==> src/rtl/dwf_pkg.sv <==
package dwf_pkg;

  localparam int FLD_W  = 10;
  localparam int SIZE_W = 3 * FLD_W;
  localparam int CNT_W  = FLD_W + 1;

  typedef struct packed {
    logic [FLD_W-1:0] modulo;
    logic [FLD_W-1:0] lines_m1;
    logic [FLD_W-1:0] width_m1;
  } win_size_t;

  function automatic win_size_t decode_size(input logic [SIZE_W-1:0] raw);
    win_size_t s;
    s.width_m1 = raw[FLD_W-1:0];
    s.lines_m1 = raw[2*FLD_W-1:FLD_W];
    s.modulo   = raw[3*FLD_W-1:2*FLD_W];
    return s;
  endfunction

  function automatic logic [CNT_W-1:0] words_per_line(input win_size_t s);
    return {1'b0, s.width_m1} + CNT_W'(1);
  endfunction

  function automatic logic [CNT_W-1:0] lines_per_field(input win_size_t s);
    return {1'b0, s.lines_m1} + CNT_W'(1);
  endfunction

  // width + modulo - 1 == width_m1 + modulo
  function automatic logic [CNT_W-1:0] line_step(input win_size_t s);
    return {1'b0, s.width_m1} + {1'b0, s.modulo};
  endfunction

endpackage

==> src/rtl/dwf_cfg_shadow.sv <==
module dwf_cfg_shadow
  import dwf_pkg::*;
(
  input  logic              clk,
  input  logic              rst_n,
  input  logic              load,
  input  logic [SIZE_W-1:0] size_raw,
  output win_size_t         size_q
);

  always_ff @(posedge clk) begin
    if (!rst_n) size_q <= '0;
    else if (load) size_q <= decode_size(size_raw);
  end

endmodule

==> src/rtl/dwf_line_ctr.sv <==
module dwf_line_ctr
  import dwf_pkg::*;
(
  input  logic             clk,
  input  logic             rst_n,
  input  logic             clear,
  input  logic             issue,
  input  logic [CNT_W-1:0] lines_total,
  output logic [CNT_W-1:0] lines_issued,
  output logic             field_done
);

  always_ff @(posedge clk) begin
    if (!rst_n)      lines_issued <= '0;
    else if (clear)  lines_issued <= '0;
    else if (issue)  lines_issued <= lines_issued + CNT_W'(1);
  end

  assign field_done = (lines_issued >= lines_total);

endmodule

==> src/rtl/dwf_addr_reg.sv <==
module dwf_addr_reg
  import dwf_pkg::*;
#(
  parameter int ADDR_W = 24
) (
  input  logic              clk,
  input  logic              rst_n,
  input  logic              load,
  input  logic              interlace,
  input  logic              odd_field,
  input  logic [ADDR_W-1:0] long_base,
  input  logic [ADDR_W-1:0] short_base,
  input  logic              advance,
  input  logic [CNT_W-1:0]  step,
  output logic [ADDR_W-1:0] cur_addr
);

  localparam int PAD_W = ADDR_W - CNT_W;

  function automatic logic [ADDR_W-1:0] pick_base(
    input logic il, input logic odd,
    input logic [ADDR_W-1:0] lb, input logic [ADDR_W-1:0] sb);
    return (il && odd) ? sb : lb;
  endfunction

  logic [ADDR_W-1:0] step_ext;
  assign step_ext = {{PAD_W{1'b0}}, step};

  always_ff @(posedge clk) begin
    if (!rst_n)       cur_addr <= '0;
    else if (load)    cur_addr <= pick_base(interlace, odd_field, long_base, short_base);
    else if (advance) cur_addr <= cur_addr + step_ext;
  end


  step_advance_chk: assert property (@(posedge clk) disable iff (!rst_n)
    (advance && !load) |=> (cur_addr == $past(cur_addr) + $past(step_ext)));

endmodule

==> src/rtl/dwf_fetch_agen.sv <==
module dwf_fetch_agen
  import dwf_pkg::*;
#(
  parameter int ADDR_W = 24
) (
  input  logic              clk,
  input  logic              rst_n,
  input  logic [ADDR_W-1:0] cfg_long_base,
  input  logic [ADDR_W-1:0] cfg_short_base,
  input  logic [SIZE_W-1:0] cfg_win_size,
  input  logic              cfg_interlace,
  input  logic              frame_start,
  input  logic              field_odd,
  input  logic              line_start,
  output logic              req_valid,
  input  logic              req_ready,
  output logic [ADDR_W-1:0] req_addr,
  output logic [CNT_W-1:0]  req_words
);

  win_size_t         size_q;
  logic [CNT_W-1:0]  lines_issued;
  logic              field_done;
  logic [ADDR_W-1:0] cur_addr;
  logic              armed;

  // named events for assertions
  logic issue_ev;
  logic accept_ev;

  assign issue_ev  = line_start && armed && !req_valid && !field_done && !frame_start;
  assign accept_ev = req_valid && req_ready && !frame_start;

  dwf_cfg_shadow u_shadow (
    .clk      (clk),
    .rst_n    (rst_n),
    .load     (frame_start),
    .size_raw (cfg_win_size),
    .size_q   (size_q)
  );

  dwf_line_ctr u_lines (
    .clk          (clk),
    .rst_n        (rst_n),
    .clear        (frame_start),
    .issue        (issue_ev),
    .lines_total  (lines_per_field(size_q)),
    .lines_issued (lines_issued),
    .field_done   (field_done)
  );

  dwf_addr_reg #(.ADDR_W(ADDR_W)) u_addr (
    .clk        (clk),
    .rst_n      (rst_n),
    .load       (frame_start),
    .interlace  (cfg_interlace),
    .odd_field  (field_odd),
    .long_base  (cfg_long_base),
    .short_base (cfg_short_base),
    .advance    (accept_ev),
    .step       (line_step(size_q)),
    .cur_addr   (cur_addr)
  );

  always_ff @(posedge clk) begin
    if (!rst_n) begin
      armed     <= 1'b0;
      req_valid <= 1'b0;
      req_addr  <= '0;
      req_words <= '0;
    end else if (frame_start) begin
      armed     <= 1'b1;
      req_valid <= 1'b0;
    end else begin
      if (accept_ev) req_valid <= 1'b0;
      if (issue_ev) begin
        req_valid <= 1'b1;
        req_addr  <= cur_addr;
        req_words <= words_per_line(size_q);
      end
    end
  end


  unarmed_idle_chk: assert property (@(posedge clk) disable iff (!rst_n)
    !armed |-> !req_valid);


  stall_hold_chk: assert property (@(posedge clk) disable iff (!rst_n)
    (req_valid && !req_ready && !frame_start) |=>
      (req_valid && $stable(req_addr) && $stable(req_words)));


  frame_flush_chk: assert property (@(posedge clk) disable iff (!rst_n)
    frame_start |=> !req_valid);


  line_limit_chk: assert property (@(posedge clk) disable iff (!rst_n)
    lines_issued <= lines_per_field(size_q));

endmodule

==> config.mk <==
export PLATFORM = sky130hd
export DESIGN_NAME = dwf_fetch_agen
export DESIGN_NICKNAME = d
export VERILOG_FILES = /design/src/rtl/dwf_pkg.sv /design/src/rtl/dwf_cfg_shadow.sv /design/src/rtl/dwf_line_ctr.sv /design/src/rtl/dwf_addr_reg.sv /design/src/rtl/dwf_fetch_agen.sv
export SDC_FILE = /design/constraint.sdc
export NUM_CORES = 1
export LEC_CHECK = 0
export ABC_AREA = 1
export BUFFER_PORTS_ARGS = -buffer_cell sky130_fd_sc_hd__buf_2
export CAP_MARGIN = 20
export CORE_MARGIN = 8
export CORE_UTILIZATION = 30
export CTS_BUF_LIST = sky130_fd_sc_hd__clkbuf_2 sky130_fd_sc_hd__clkbuf_4 sky130_fd_sc_hd__clkbuf_8
export CTS_CLUSTER_DIAMETER = 50
export CTS_CLUSTER_SIZE = 25
export DETAILED_ROUTE_END_ITERATION = 7
export HOLD_SLACK_MARGIN = 0.12
export PLACE_DENSITY = 0.55
export SETUP_SLACK_MARGIN = 0.3
export SLEW_MARGIN = 20
export SYNTH_ARGS = -nofsm -noshare
export SYNTH_HDL_FRONTEND = slang
export SYNTH_SLANG_ARGS = --single-unit
==> constraint.sdc <==
create_clock -name clk -period 2.6 [get_ports clk]
set_input_delay 0.52 -clock clk [delete_from_list [all_inputs] [get_ports clk]]
set_output_delay 0.52 -clock clk [all_outputs]
set_load 0.02 [all_outputs]
After elaboration in Yosys (flattened, before gate mapping) --
Index checks and enable logic that the tools add are counted.
Storage, ports and cells: output and inout bits 36, input bits 85, register bits after elaboration 102
Cells by class: $lt $le $gt $ge 1, reduce and logical (&&, ||, !) cells 14, muxes and demuxes 5, $add $sub $neg 5, bitwise gates (word level) 2
Operators by type and width (number):
- 24-bit 2-to-1 mux | 3
- 24-bit by 11-bit adder with 24-bit output | 1
- 10-bit by 1-bit adder with 11-bit output, second input constant | 2
- 10-bit by 10-bit adder with 11-bit output | 1
- 11-bit by 1-bit adder with 11-bit output, second input constant | 1
- 11-bit >= comparator | 1
- 1-bit logical AND | 7
- 2-bit nonzero test | 2
- 1-bit zero test | 3
- 1-bit 2-to-1 mux | 2
- 1-bit NOT | 2
- 2-bit AND reduction | 1
- 2-bit OR reduction | 1

Depth between registers and ports, before layout --
word-level depth 6, gate-level depth with buffers 17, mapped depth without buffers 16

Modules after synthesis --
Synthesis repeated with hierarchy kept, for this count alone.
Second synthesis, totals: cell total of the unflattened synthesis 1099, area, all modules 6851.6 µm²
Modules (own cells, without submodules):
- dwf_addr_reg | cells an instance 445, area an instance 2484.9 µm², times used 1
- dwf_fetch_agen | cells an instance 332, area an instance 2217.1 µm², times used 1
- dwf_cfg_shadow | cells an instance 190, area an instance 1305.0 µm², times used 1
- dwf_line_ctr | cells an instance 132, area an instance 844.6 µm², times used 1

Least setup slack after synthesis --
No wires, ideal clock.
path kind register to register, from register u_shadow.size_q[10] (netlist name), to register req_words[7], stages on the path, launching flop included 15, slack -5 ps, arrival 2492 ps, setup time 114 ps, cells stage by stage dfxtp_1 -> ha_1 -> nand3_1 -> nor3b_1 -> nand3_1 -> nand3b_1 -> ha_1 -> a21o_1 -> nor2_1 -> nand3_1 -> nor2_2 -> nand3_2 -> buf_2 -> a21oi_1 -> nor2_1
On the way: word-level cells in the longest chain between the ends 6
Ends and longest elaborated chain:
- 10-bit by 1-bit adder with 11-bit output | line dwf_pkg.sv:26 | return {1'b0, s.lines_m1} + CNT_W'(1);
- 11-bit >= comparator | line dwf_line_ctr.sv:19 | assign field_done = (lines_issued >= lines_total);
- 1-bit zero test | line dwf_fetch_agen.sv:31 | assign issue_ev = line_start && armed && !req_valid && !field_done && !frame_start;
- 1-bit logical AND (2 in series) | line dwf_fetch_agen.sv:31
- 2-bit AND reduction (no line)
- to (signal assigned) | line dwf_fetch_agen.sv:79 | req_words <= words_per_line(size_q);
- to (decl) | line dwf_fetch_agen.sv:18 | output logic [CNT_W-1:0] req_words
No other way between the ends. A chain may end at the register's enable or synchronous reset.

Final worst setup path --
from register u_shadow.size_q[10] (netlist name), to register req_addr[9]
On the way: word-level cells in the longest chain between the ends 6
Ends and longest elaborated chain:
- 10-bit by 1-bit adder with 11-bit output | line dwf_pkg.sv:26
- 11-bit >= comparator | line dwf_line_ctr.sv:19
- 1-bit zero test | line dwf_fetch_agen.sv:31
- 1-bit logical AND (2 in series) | line dwf_fetch_agen.sv:31
- 2-bit AND reduction (no line)
- to (signal assigned) | line dwf_fetch_agen.sv:78 | req_addr <= cur_addr;
- to (decl) | line dwf_fetch_agen.sv:17 | output logic [ADDR_W-1:0] req_addr,
No other way between the ends.

==> results.sh <==
export IMPL_outcome="finished with violations"
export IMPL_violations="negative setup slack"
export IMPL_cts_tree="done"
export IMPL_synthFlopType="dfxtp_1"
export IMPL_fmax_ghz=0.383
export IMPL_io_pins=121
export IMPL_cp_end_kind="flip-flop"
export IMPL_crit_arrival_ns=2.95
export IMPL_crit_slowest_cell="dfxtp_4"
export IMPL_peakVddDrop_uv=254
export IMPL_syn_inst=906
export IMPL_fin_crit_sh=1.00
export IMPL_chipWidth_um=158
export IMPL_globalplace_congestion=0.897
export IMPL_rows=52
export IMPL_slowest_delay_ns=0.39
export IMPL_placed_cells=1277
export IMPL_gr_total_overflow=0
export IMPL_layout_setup_ws_ns=-0.0122
export IMPL_ys_async_sr_fraction=0
export IMPL_multi_input_area_um2=3970
export IMPL_dp_worst_setup_slack_ns=-0.152
export IMPL_maxCapViolCount=0
export IMPL_cts_buffers=9
export IMPL_synth_edff_count=0
export IMPL_cp_start_kind="flip-flop"
export IMPL_setup_viol=8
export IMPL_areaGrowthSynthToFinish_pct=30.7
export IMPL_numPortBuffers=120
export IMPL_route_detailed_drc=0
export IMPL_critPathKind="flip-flop to flip-flop"
export IMPL_timing_hold_ws_ns=0.342
export IMPL_rr_endpoint="req_addr[9]$_SDFFE_PN0P_"
export IMPL_worstHoldStart="cfg_win_size[16]"
export IMPL_fin_util=0.396
export IMPL_clk_latency_ns=0.40
export IMPL_rrSetupSlack_ns=-0.01
export IMPL_min_to="u_shadow.size_q[16]$_SDFFE_PN0P_"
export IMPL_antenna_cells=0
export IMPL_track_usage=0.168
export IMPL_layoutNonFillerInstCount=1307
export IMPL_via_count=6344
export IMPL_coreArea_um2=20000
export IMPL_hp_class="primary input to flip-flop"
export IMPL_htreeDepth=3
export IMPL_finalCriticalPeriod_ns=2.61
export IMPL_via_per_inst=4.85
export IMPL_die_y_um=158
export IMPL_powerDensity_nw_per_um2=482
export IMPL_cp_required_ns=2.93
export IMPL_layout_nets=1152
export IMPL_ctsLongestPathBuffers=2
export IMPL_cts_clk_slew_worst_paths_ns=0.11
export IMPL_syn_area_um2=6070
export IMPL_fillers=2192
export IMPL_synth_area_per_cell_um2=6.70
export IMPL_syn_nets=1026
export IMPL_drive_gt1_frac=0.274
export IMPL_path_cells="ha_4, nand3_4, nor3b_4, buf_4, xnor2_2, ha_1, nand2_1, inv_2, nand2_2, buf_6, nor4_4, nor2_4, nand3_4, buf_12, nand2_1, a21oi_1"
export IMPL_cellLeakagePower_uw=0.00350
export IMPL_slew_viol_final=0
export IMPL_worst_slew_pin_transition_ns=0.829
export IMPL_yosysSeqAreaShare=0.336
export IMPL_hold_viol_final=0
export IMPL_hold_depth=3
export IMPL_synth_top_cells_by_count="nand2_1, nor2_1, dfxtp_1"
export IMPL_worstRegToRegCells=16
export IMPL_crit_family="simple AND/OR/NAND/NOR gates"
export IMPL_synth_area_leaders="dfxtp_1, nand2_1, nor2_1, a21oi_1, o21ai_0"
export IMPL_cts_root_buf="clkbuf_8"
export IMPL_ant_nets=0
export IMPL_hpwl_mm=15.5
export IMPL_synthDistinctLibCells=32
export IMPL_totalWireLength_mm=20.9
export IMPL_wl_per_cell_um=16.0
export IMPL_grt_pass1_wl_mm=33.1
export IMPL_synth_warning_count=0
export IMPL_crit_buf_inv=4
export IMPL_r2r_start="u_shadow.size_q[10]$_SDFFE_PN0P_"
export IMPL_initial_core_util=0.303
export IMPL_yosysMostFrequentCell="nand2_1"
export IMPL_first_global_vias=6262
export IMPL_grt_max_degree=58
export IMPL_drtIter0Drc=314
export IMPL_skew_ns=0.0190
export IMPL_cts_sinks=102
export IMPL_relSlewSlack=0.447
export IMPL_crit_fanout=28
export IMPL_dpl_cell_area_um2=7170
export IMPL_seq_area_um2=2080
export IMPL_final_area_um2=7940
export IMPL_dr_pass1_iters=5
export IMPL_antenna_found_initial=0
export IMPL_synth_top_area_cell="dfxtp_1"
export IMPL_die_area_um2=25100
export IMPL_rsz0062_at_grt="yes"
export IMPL_netlist_area_leader_share=0.336
export IMPL_ys_seq_elements=102
layout make-up:
class	count	share of cell area
clock buffer	9	0.0156
clock inverter	7	0.0107
inverter	81	0.0385
multi-input combinational	676	0.500
sequential	102	0.262
tap	270	0.0426
timing repair buffer	162	0.131
repair_timing:
item | 4_1_cts | 5_1_grt
hold buffers | 0 | 0
gates resized for setup | 32 | 77
buffers inserted | 9 | 3
pin swaps | 17 | 31
setup endpoints to repair | 60 | 64
cloned | 1 | 1
flip-flops by register name (all words and copies together), names as in the netlist:
| signal | count |
|---|---|
| u_shadow.size_q | 30 |
| u_lines.lines_issued | 11 |
| req_addr | 24 |
| armed | 1 |
| u_addr.cur_addr | 24 |
| req_words | 11 |
| req_valid | 1 |
worst max-delay path by stage:
stage | startpoint | to | slack (ns) | cells past startpoint
floorplan | u_shadow.size_q[11]$_SDFFE_PN0P_ | req_words[9]$_SDFFE_PN0P_ | 0.18 | 14
global placement | u_shadow.size_q[11]$_SDFFE_PN0P_ | req_addr[0]$_SDFFE_PN0P_ | -0.09 | 14
detailed placement | u_shadow.size_q[11]$_SDFFE_PN0P_ | req_addr[14]$_SDFFE_PN0P_ | -0.15 | 14
CTS | u_shadow.size_q[10]$_SDFFE_PN0P_ | req_addr[14]$_SDFFE_PN0P_ | 0.0002 | 14
global route | u_shadow.size_q[10]$_SDFFE_PN0P_ | req_words[3]$_SDFFE_PN0P_ | -0.21 | 16
finish | u_shadow.size_q[10]$_SDFFE_PN0P_ | req_addr[9]$_SDFFE_PN0P_ | -0.01 | 16
kinds of logic after synthesis:
| kind of cell | after synthesis | share of synthesized area |
|---|---|---|
| and+or+nand+nor | 447 | 0.319 |
| DFF | 102 | 0.336 |
| xor gates and xnor gates | 24 | 0.0346 |
| adders and majority gates | 35 | 0.0857 |
| buffers and inverters | 128 | 0.0812 |
| AOI/OAI and AO/OA | 170 | 0.143 |
worst min-delay path, delay by kind of cell:
family                 cells  cell delay [ns]
buffers and inverters      1             0.07
AND/OR/NAND/NOR            2             0.11
layer usage:
metal  wire (µm)  vias up  GRT usage
li1            -     3239          -
met1        8820     2935      0.197
met2       10700      150      0.306
met3         998       20     0.0331
met4         331        0     0.0418
met5           0        -          0
where the power goes:
part	leakage [µW]	internal, µW	switching [µW]
clock network	0.000108	471	658
logic	0.00255	409	554
registers	0.000844	1650	93.7
stage by stage:
stage,setup TNS (ns),power (µW)
5_1_grt,-7.26,4050
4_1_cts,0,3760
3_3_place_gp,-2.76,2570
3_5_place_dp,-5.01,2570
2_1_floorplan,0,2270
6_report,-0.0591,3830
cells in the final DEF (no fill, tap or decap), types with 10 or more instances in the layout:
cell	instances
nand4_1	49
dfxtp_1	84
o21ai_0	79
xor2_1	19
buf_2	120
ha_1	13
nand2_1	156
ha_4	10
nand3_2	10
inv_1	71
fa_1	10
nand2_2	18
nand3_1	36
a21oi_2	15
buf_4	27
nor2_1	138
dfxtp_2	13
a21oi_1	62
(Power assumes the default switching activity.)
